===== config.mk =====
export PLATFORM = sky130hd
export DESIGN_NAME = tmr_wdg_unit
export DESIGN_NICKNAME = d
export VERILOG_FILES = /design/src/rtl/tmr_wdg_pkg.sv /design/src/rtl/tmr_clk_src.sv /design/src/rtl/tmr_prescaler.sv /design/src/rtl/tmr_wdg_core.sv /design/src/rtl/tmr_wdg_unit.sv
export SDC_FILE = /design/constraint.sdc
export NUM_CORES = 1
export LEC_CHECK = 0
export ABC_AREA = 1
export BUFFER_PORTS_ARGS = -buffer_cell sky130_fd_sc_hd__clkbuf_2
export CAP_MARGIN = 20
export CORE_MARGIN = 1
export CORE_UTILIZATION = 35
export CTS_CLUSTER_SIZE = 12
export DETAILED_ROUTE_END_ITERATION = 7
export GPL_ROUTABILITY_DRIVEN = 0
export HOLD_SLACK_MARGIN = 0.08
export SYNTH_ARGS = -nofsm -noshare
export SYNTH_HDL_FRONTEND = slang
export SYNTH_SLANG_ARGS = --single-unit

===== constraint.sdc =====
create_clock -name clk -period 5 [get_ports clk]
set_input_delay 1 -clock clk [delete_from_list [all_inputs] [get_ports clk]]
set_output_delay 1 -clock clk [all_outputs]
set_load 0.05 [all_outputs]

===== src/rtl/tmr_wdg_pkg.sv =====
package tmr_wdg_pkg;
   localparam int RATIO_W = 3;
   localparam int PSC_W   = 1 << RATIO_W;
   localparam int CTRL_W  = 8;

   typedef struct packed {
      logic               wdg_en;
      logic [RATIO_W-1:0] ratio;
      logic               psc_to_wdg;
      logic               edge_fall;
      logic               src_ext;
      logic               clk_div4;
   } ctrl_t;

   localparam ctrl_t CTRL_RST = '{wdg_en: 1'b0, ratio: '0, psc_to_wdg: 1'b1,
                                  edge_fall: 1'b0, src_ext: 1'b0, clk_div4: 1'b0};

   typedef enum logic [1:0] {
      SEL_CTRL = 2'd0,
      SEL_TMR  = 2'd1,
      SEL_FLAG = 2'd2,
      SEL_NONE = 2'd3
   } wr_sel_e;
endpackage


===== src/rtl/tmr_clk_src.sv =====
module tmr_clk_src #(
   parameter int SYNC_STAGES = 2
) (
   input  logic clk,
   input  logic rst_n,
   input  logic sleep_i,
   input  logic clk_div4_i,
   input  logic src_ext_i,
   input  logic edge_fall_i,
   input  logic ext_pin_i,
   output logic src_tick_o
);
   if (SYNC_STAGES < 2) begin : g_bad_sync
      $fatal(1, "SYNC_STAGES must be at least 2");
   end

   logic [1:0]           div_q;
   logic [SYNC_STAGES:0] pin_q;   // top bit holds the previous synchronized level
   logic                 inst_tick, pin_now, pin_old, ext_tick;

   always_ff @(posedge clk or negedge rst_n) begin
      if (!rst_n)        div_q <= '0;
      else if (!sleep_i) div_q <= div_q + 1'b1;
   end

   assign inst_tick = !sleep_i && (clk_div4_i ? (div_q == 2'b11) : div_q[0]);

   for (genvar i = 0; i <= SYNC_STAGES; i++) begin : g_sync
      if (i == 0) begin : g_first
         always_ff @(posedge clk or negedge rst_n) begin
            if (!rst_n) pin_q[0] <= 1'b0;
            else        pin_q[0] <= ext_pin_i;
         end
      end else begin : g_next
         always_ff @(posedge clk or negedge rst_n) begin
            if (!rst_n) pin_q[i] <= 1'b0;
            else        pin_q[i] <= pin_q[i-1];
         end
      end
   end

   assign pin_now    = pin_q[SYNC_STAGES-1];
   assign pin_old    = pin_q[SYNC_STAGES];
   assign ext_tick   = edge_fall_i ? (!pin_now && pin_old) : (pin_now && !pin_old);
   assign src_tick_o = src_ext_i ? ext_tick : inst_tick;
endmodule


===== src/rtl/tmr_prescaler.sv =====
module tmr_prescaler #(
   parameter int W     = 8,
   parameter int SEL_W = 3
) (
   input  logic             clk,
   input  logic             rst_n,
   input  logic             clr_i,
   input  logic             tick_i,
   input  logic             to_wdg_i,
   input  logic [SEL_W-1:0] ratio_i,
   output logic             tick_o
);
   if (W != (1 << SEL_W)) begin : g_bad_w
      $fatal(1, "prescaler width must equal 2**SEL_W");
   end

   logic [W-1:0] cnt_q;
   logic [W:0]   taps;    // taps[k]: the low k bits of the count are all ones
   logic [SEL_W:0] k_sel;

   always_ff @(posedge clk or negedge rst_n) begin
      if (!rst_n)      cnt_q <= '0;
      else if (clr_i)  cnt_q <= '0;
      else if (tick_i) cnt_q <= cnt_q + 1'b1;
   end

   assign taps[0] = 1'b1;
   for (genvar k = 1; k <= W; k++) begin : g_tap
      assign taps[k] = &cnt_q[k-1:0];
   end

   // watchdog side divides by 2^n, timer side by 2^(n+1)
   assign k_sel  = to_wdg_i ? {1'b0, ratio_i} : ({1'b0, ratio_i} + 1'b1);
   assign tick_o = tick_i && taps[k_sel];
endmodule


===== src/rtl/tmr_wdg_core.sv =====
module tmr_wdg_core #(
   parameter int LIMIT = 20
) (
   input  logic clk,
   input  logic rst_n,
   input  logic en_i,
   input  logic clr_i,
   input  logic tick_i,
   output logic rst_o
);
   localparam int CNT_W = (LIMIT > 2) ? $clog2(LIMIT) : 1;

   if (LIMIT < 2) begin : g_bad_limit
      $fatal(1, "watchdog LIMIT must be at least 2");
   end

   logic [CNT_W-1:0] cnt_q;

   always_ff @(posedge clk or negedge rst_n) begin
      if (!rst_n) begin
         cnt_q <= '0;
         rst_o <= 1'b0;
      end else begin
         rst_o <= 1'b0;
         if (clr_i || !en_i) begin
            cnt_q <= '0;
         end else if (tick_i) begin
            if (cnt_q == CNT_W'(LIMIT - 1)) begin
               cnt_q <= '0;
               rst_o <= 1'b1;
            end else begin
               cnt_q <= cnt_q + 1'b1;
            end
         end
      end
   end
endmodule


===== src/rtl/tmr_wdg_unit.sv =====
module tmr_wdg_unit
   import tmr_wdg_pkg::*;
#(
   parameter int TMR_W       = 8,
   parameter int WDG_LIMIT   = 20,
   parameter int SYNC_STAGES = 2
) (
   input  logic             clk,
   input  logic             rst_n,
   input  logic             sleep_i,
   input  logic             ext_pin_i,
   input  logic             wdg_tick_i,
   input  logic             wdg_clr_i,
   input  logic             wr_en_i,
   input  logic [1:0]       wr_sel_i,
   input  logic [TMR_W-1:0] wr_data_i,
   output logic [TMR_W-1:0] tmr_o,
   output logic             ovf_o,
   output logic             wdg_rst_o
);
   if (TMR_W < CTRL_W) begin : g_bad_tmr_w
      $fatal(1, "TMR_W must cover the control register width");
   end

   ctrl_t ctrl_q, ctrl_d;
   logic  wr_ctrl, wr_tmr, wr_flag;
   logic  src_tick, psc_in, psc_out, psc_clr, tmr_inc, wdg_inc;
   logic  wdg_en;

   assign ctrl_d  = ctrl_t'(wr_data_i[CTRL_W-1:0]);
   assign wr_ctrl = wr_en_i && (wr_sel_i == SEL_CTRL);
   assign wr_tmr  = wr_en_i && (wr_sel_i == SEL_TMR);
   assign wr_flag = wr_en_i && (wr_sel_i == SEL_FLAG);
   assign wdg_en  = ctrl_q.wdg_en;

   always_ff @(posedge clk or negedge rst_n) begin
      if (!rst_n)       ctrl_q <= CTRL_RST;
      else if (wr_ctrl) ctrl_q <= ctrl_d;
   end

   tmr_clk_src #(.SYNC_STAGES(SYNC_STAGES)) u_src (
      .clk        (clk),
      .rst_n      (rst_n),
      .sleep_i    (sleep_i),
      .clk_div4_i (ctrl_q.clk_div4),
      .src_ext_i  (ctrl_q.src_ext),
      .edge_fall_i(ctrl_q.edge_fall),
      .ext_pin_i  (ext_pin_i),
      .src_tick_o (src_tick)
   );

   assign psc_in  = ctrl_q.psc_to_wdg ? wdg_tick_i : src_tick;
   assign psc_clr = wr_tmr
                 || (wr_ctrl && (ctrl_d.psc_to_wdg != ctrl_q.psc_to_wdg))
                 || (wdg_clr_i && ctrl_q.psc_to_wdg);

   tmr_prescaler #(.W(PSC_W), .SEL_W(RATIO_W)) u_psc (
      .clk     (clk),
      .rst_n   (rst_n),
      .clr_i   (psc_clr),
      .tick_i  (psc_in),
      .to_wdg_i(ctrl_q.psc_to_wdg),
      .ratio_i (ctrl_q.ratio),
      .tick_o  (psc_out)
   );

   assign tmr_inc = ctrl_q.psc_to_wdg ? src_tick : psc_out;
   assign wdg_inc = ctrl_q.psc_to_wdg ? psc_out : wdg_tick_i;

   always_ff @(posedge clk or negedge rst_n) begin
      if (!rst_n) begin
         tmr_o <= '0;
         ovf_o <= 1'b0;
      end else begin
         if (wr_tmr)       tmr_o <= wr_data_i;
         else if (tmr_inc) tmr_o <= tmr_o + 1'b1;

         if (!wr_tmr && tmr_inc && (&tmr_o)) ovf_o <= 1'b1;
         else if (wr_flag && !wr_data_i[0])  ovf_o <= 1'b0;
      end
   end

   tmr_wdg_core #(.LIMIT(WDG_LIMIT)) u_wdg (
      .clk   (clk),
      .rst_n (rst_n),
      .en_i  (wdg_en),
      .clr_i (wdg_clr_i),
      .tick_i(wdg_inc),
      .rst_o (wdg_rst_o)
   );
endmodule


==> impl_metrics.tcl <==
set metrics [dict create \
    dieArea_sq_um 6210 \
    nets 323 \
    slew_violations 0 \
    yosys.cell_count.top_type "nand2_1" \
    synth_ff_type "dfrtp_1" \
    setup_tns_ns 0 \
    antenna_left 0 \
    final_layout_size_suffix_gt1_share_pct 16.3 \
    cts_setup_buffers 0 \
    rsz0062_at_grt "no" \
    min_period_ns 2.58 \
    power_mw 1.13 \
    ys_top_cells_by_count "nand2_1 (76), nand3_1 (37), dfrtp_1 (35), inv_1 (28), o21ai_0 (23)" \
    synth_area_sq_um 2060 \
    io_buffers 26 \
    die_x_microns 78.8 \
    insertion_delay_ns 0.29 \
    postCtsResizedCells 0 \
    routed_wl_microns 4350 \
    slew_headroom_pct 41.8 \
    vias_per_cell 4.86 \
    critPathMaxStageDelay_ns 0.57 \
    hold_slack_ns 0.363 \
    path_class "in -> reg" \
    cts_tree "done" \
    io_pins 27 \
    grt_start_max_net_pins 37 \
    hold_viol 0 \
    ys_ff_latch 36 \
    ir_drop_mv 0.226 \
    layout_worst_path_cycle_share_pct 51.6 \
    r2r_end "u_psc.cnt_q[7]$_DFFE_PN0P_" \
    status "finished, final reports clean" \
    vias 1809 \
    syn_to_final_growth_pct 18.0 \
    antenna_found_initial 0 \
    start_util_pct 36.8 \
    wl_per_cell_microns 11.7 \
    rows 27 \
    root_buffer "clkbuf_8" \
    drc 0 \
    grt.total_usage_pct 15.8 \
    syn-num-nets 293 \
    cp-endpoint "u_psc.cnt_q[7]$_DFFE_PN0P_" \
    path_common_cell "inv_1" \
    p_leak_nw 1.23 \
    worst_ep_arrival_time_ns 2.79 \
    synth_area_leaders "dfrtp_1 (42%), nand2_1 (14%), nand3_1 (9.0%)" \
    hold_buffers 0 \
    power_density_nw_per_um2 466 \
    firstDrtPassIters 4 \
    synth_edf_count 0 \
    fp.coreArea_sq_um 5610 \
    required_ns 5.21 \
    cp_cell_sequence "clkbuf_2 > inv_1 > nor3_2 > inv_1 > nand3_1 > inv_1 > nand2_1 > nand2_1 > o21ai_0" \
    drt-initial-drc-count 87 \
    ys_async_sr_fraction_pct 100 \
    fmax_ghz 0.387 \
    min_path_type "reg -> reg" \
    worstHoldStart "u_src.pin_q[0]$_DFF_PN0_" \
    cp_slowest_cell "nor3_2" \
    grt_pass1_wl_microns 7760 \
    final_core_util_pct 43.4 \
    cts_inserted_buffers 5 \
    ff2ff_path_depth 10 \
    antenna_cells 0 \
    dp_hpwl_microns 3280 \
    tightest_slew_ns 0.873 \
    worstSetupStartpoint "wr_sel_i[0]" \
    cts.clk_slew.worst_paths_ns 0.08 \
    chipHeight_microns 78.8 \
    r2r_start "u_src.div_q[0]$_DFFE_PN0N_" \
    yosys.area.top_type_share_pct 42.4 \
    avgSynthCellArea_sq_um 7.67 \
    synth_warnings 0 \
    r2r_setup_slack_ns 3.05 \
    endpoint_kind "register" \
    cts_sinks 36 \
    cts_buffer_depth 2 \
    synth_top_area_cell "dfrtp_1" \
    drv_cap 0 \
    path_max_fanout 15 \
    grt_remaining_overflow 0 \
    ys_seq_area_share_pct 43.7 \
    start_kind "input pin" \
    skew_ns 0.00550 \
    synth.distinct_cells 26 \
    htreeDepth 2 \
    setup_viol 0 \
    synthCells 269 \
    grt_pass1_vias 1661 \
    nFillCells 599 \
]
layer usage:
metal  GRT usage, %  part of all wire, %  vias up
li1               -                    -      944
met1           22.0                   50      835
met2           24.6                   46       24
met3           3.10                  2.0        6
met4           5.00                  1.4        0
met5              0                    0        -
stage by stage:
stage | cells | instance area [sq um] | worst slack (ns)
6_report | 372 | 2440 | 2.42
5_1_grt | 372 | 2440 | 2.17
4_1_cts | 372 | 2440 | 2.40
3_5_place_dp | 364 | 2280 | 2.11
3_3_place_gp | 364 | 2280 | 2.17
2_1_floorplan | 269 | 2060 | 2.91
sequential cells by signal, summed over array words and instances (netlist names):
| name | cells |
|---|---|
| u_src.pin_old | 1 |
| u_src.div_q | 2 |
| u_wdg.cnt_q | 5 |
| tmr_o | 8 |
| wdg_en | 1 |
| u_src.pin_q | 1 |
| u_psc.cnt_q | 8 |
| ctrl_q | 7 |
| u_wdg.rst_o | 1 |
| u_src.pin_now | 1 |
| ovf_o | 1 |
cells by family after synthesis:
kind of cell             Yosys count  synth area share (%)
flip-flops                        36                  43.7
multiplexers                       1                 0.545
AO/OA/AOI/OAI                     29                  7.70
AND/OR/NAND/NOR                  152                  33.2
XOR/XNOR                          11                  4.67
buffers and inverters             33                  6.00
adder cells (fa/ha/maj)            7                  4.24
placed cells by master, fill, tap and decap left out, drive strengths merged:
cell,instances
nand2,83
nand3,37
dfrtp,35
clkbuf,31
inv,29
o21ai,24
nor2,15
xor2,8
nand4,8
ha,7
nor3,6
xnor2,3
bufinv,3
or2,2
and3,1
o211ai,1
a21boi,1
a21oi,1
o31ai,1
o21bai,1
mux2,1
dfstp,1
buf,1
where the power goes:
part / switching (mW) / leakage (nW) / internal [mW]
Combinational: 0.257 / 0.684 / 0.114
Sequential: 0.0555 / 0.466 / 0.347
Clock: 0.111 / 0.0784 / 0.250
layout make-up:
cell class | instances | area [sq um] | share of cell area [%]
inverters | 29 | 109 | 4.47
clock inverters | 3 | 90.1 | 3.70
repair buffers | 27 | 138 | 5.65
well taps | 72 | 90.1 | 3.70
multi-input cells | 200 | 1040 | 42.6
clock buffers | 5 | 68.8 | 2.82
flip-flops and latches | 36 | 902 | 37.0
critical path: cells and delay by family:
| kind | cells | cell delay (ns) |
|---|---|---|
| and+or+nand+nor | 4 | 1.06 |
| buffers and inverters | 4 | 0.66 |
| AOI/OAI and AO/OA | 1 | 0.07 |
worst min path at each step:
stage	to	slack (ns)	depth (start not counted)
CTS	u_src.pin_now$_DFF_PN0_	0.36	0
floorplan	u_src.pin_now$_DFF_PN0_	0.33	0
finish	u_src.pin_now$_DFF_PN0_	0.36	0
detailed placement	u_src.pin_now$_DFF_PN0_	0.35	0
global placement	u_src.pin_now$_DFF_PN0_	0.33	0
global route	u_src.pin_now$_DFF_PN0_	0.38	0
Note: power is estimated with default switching activity, not from simulation.
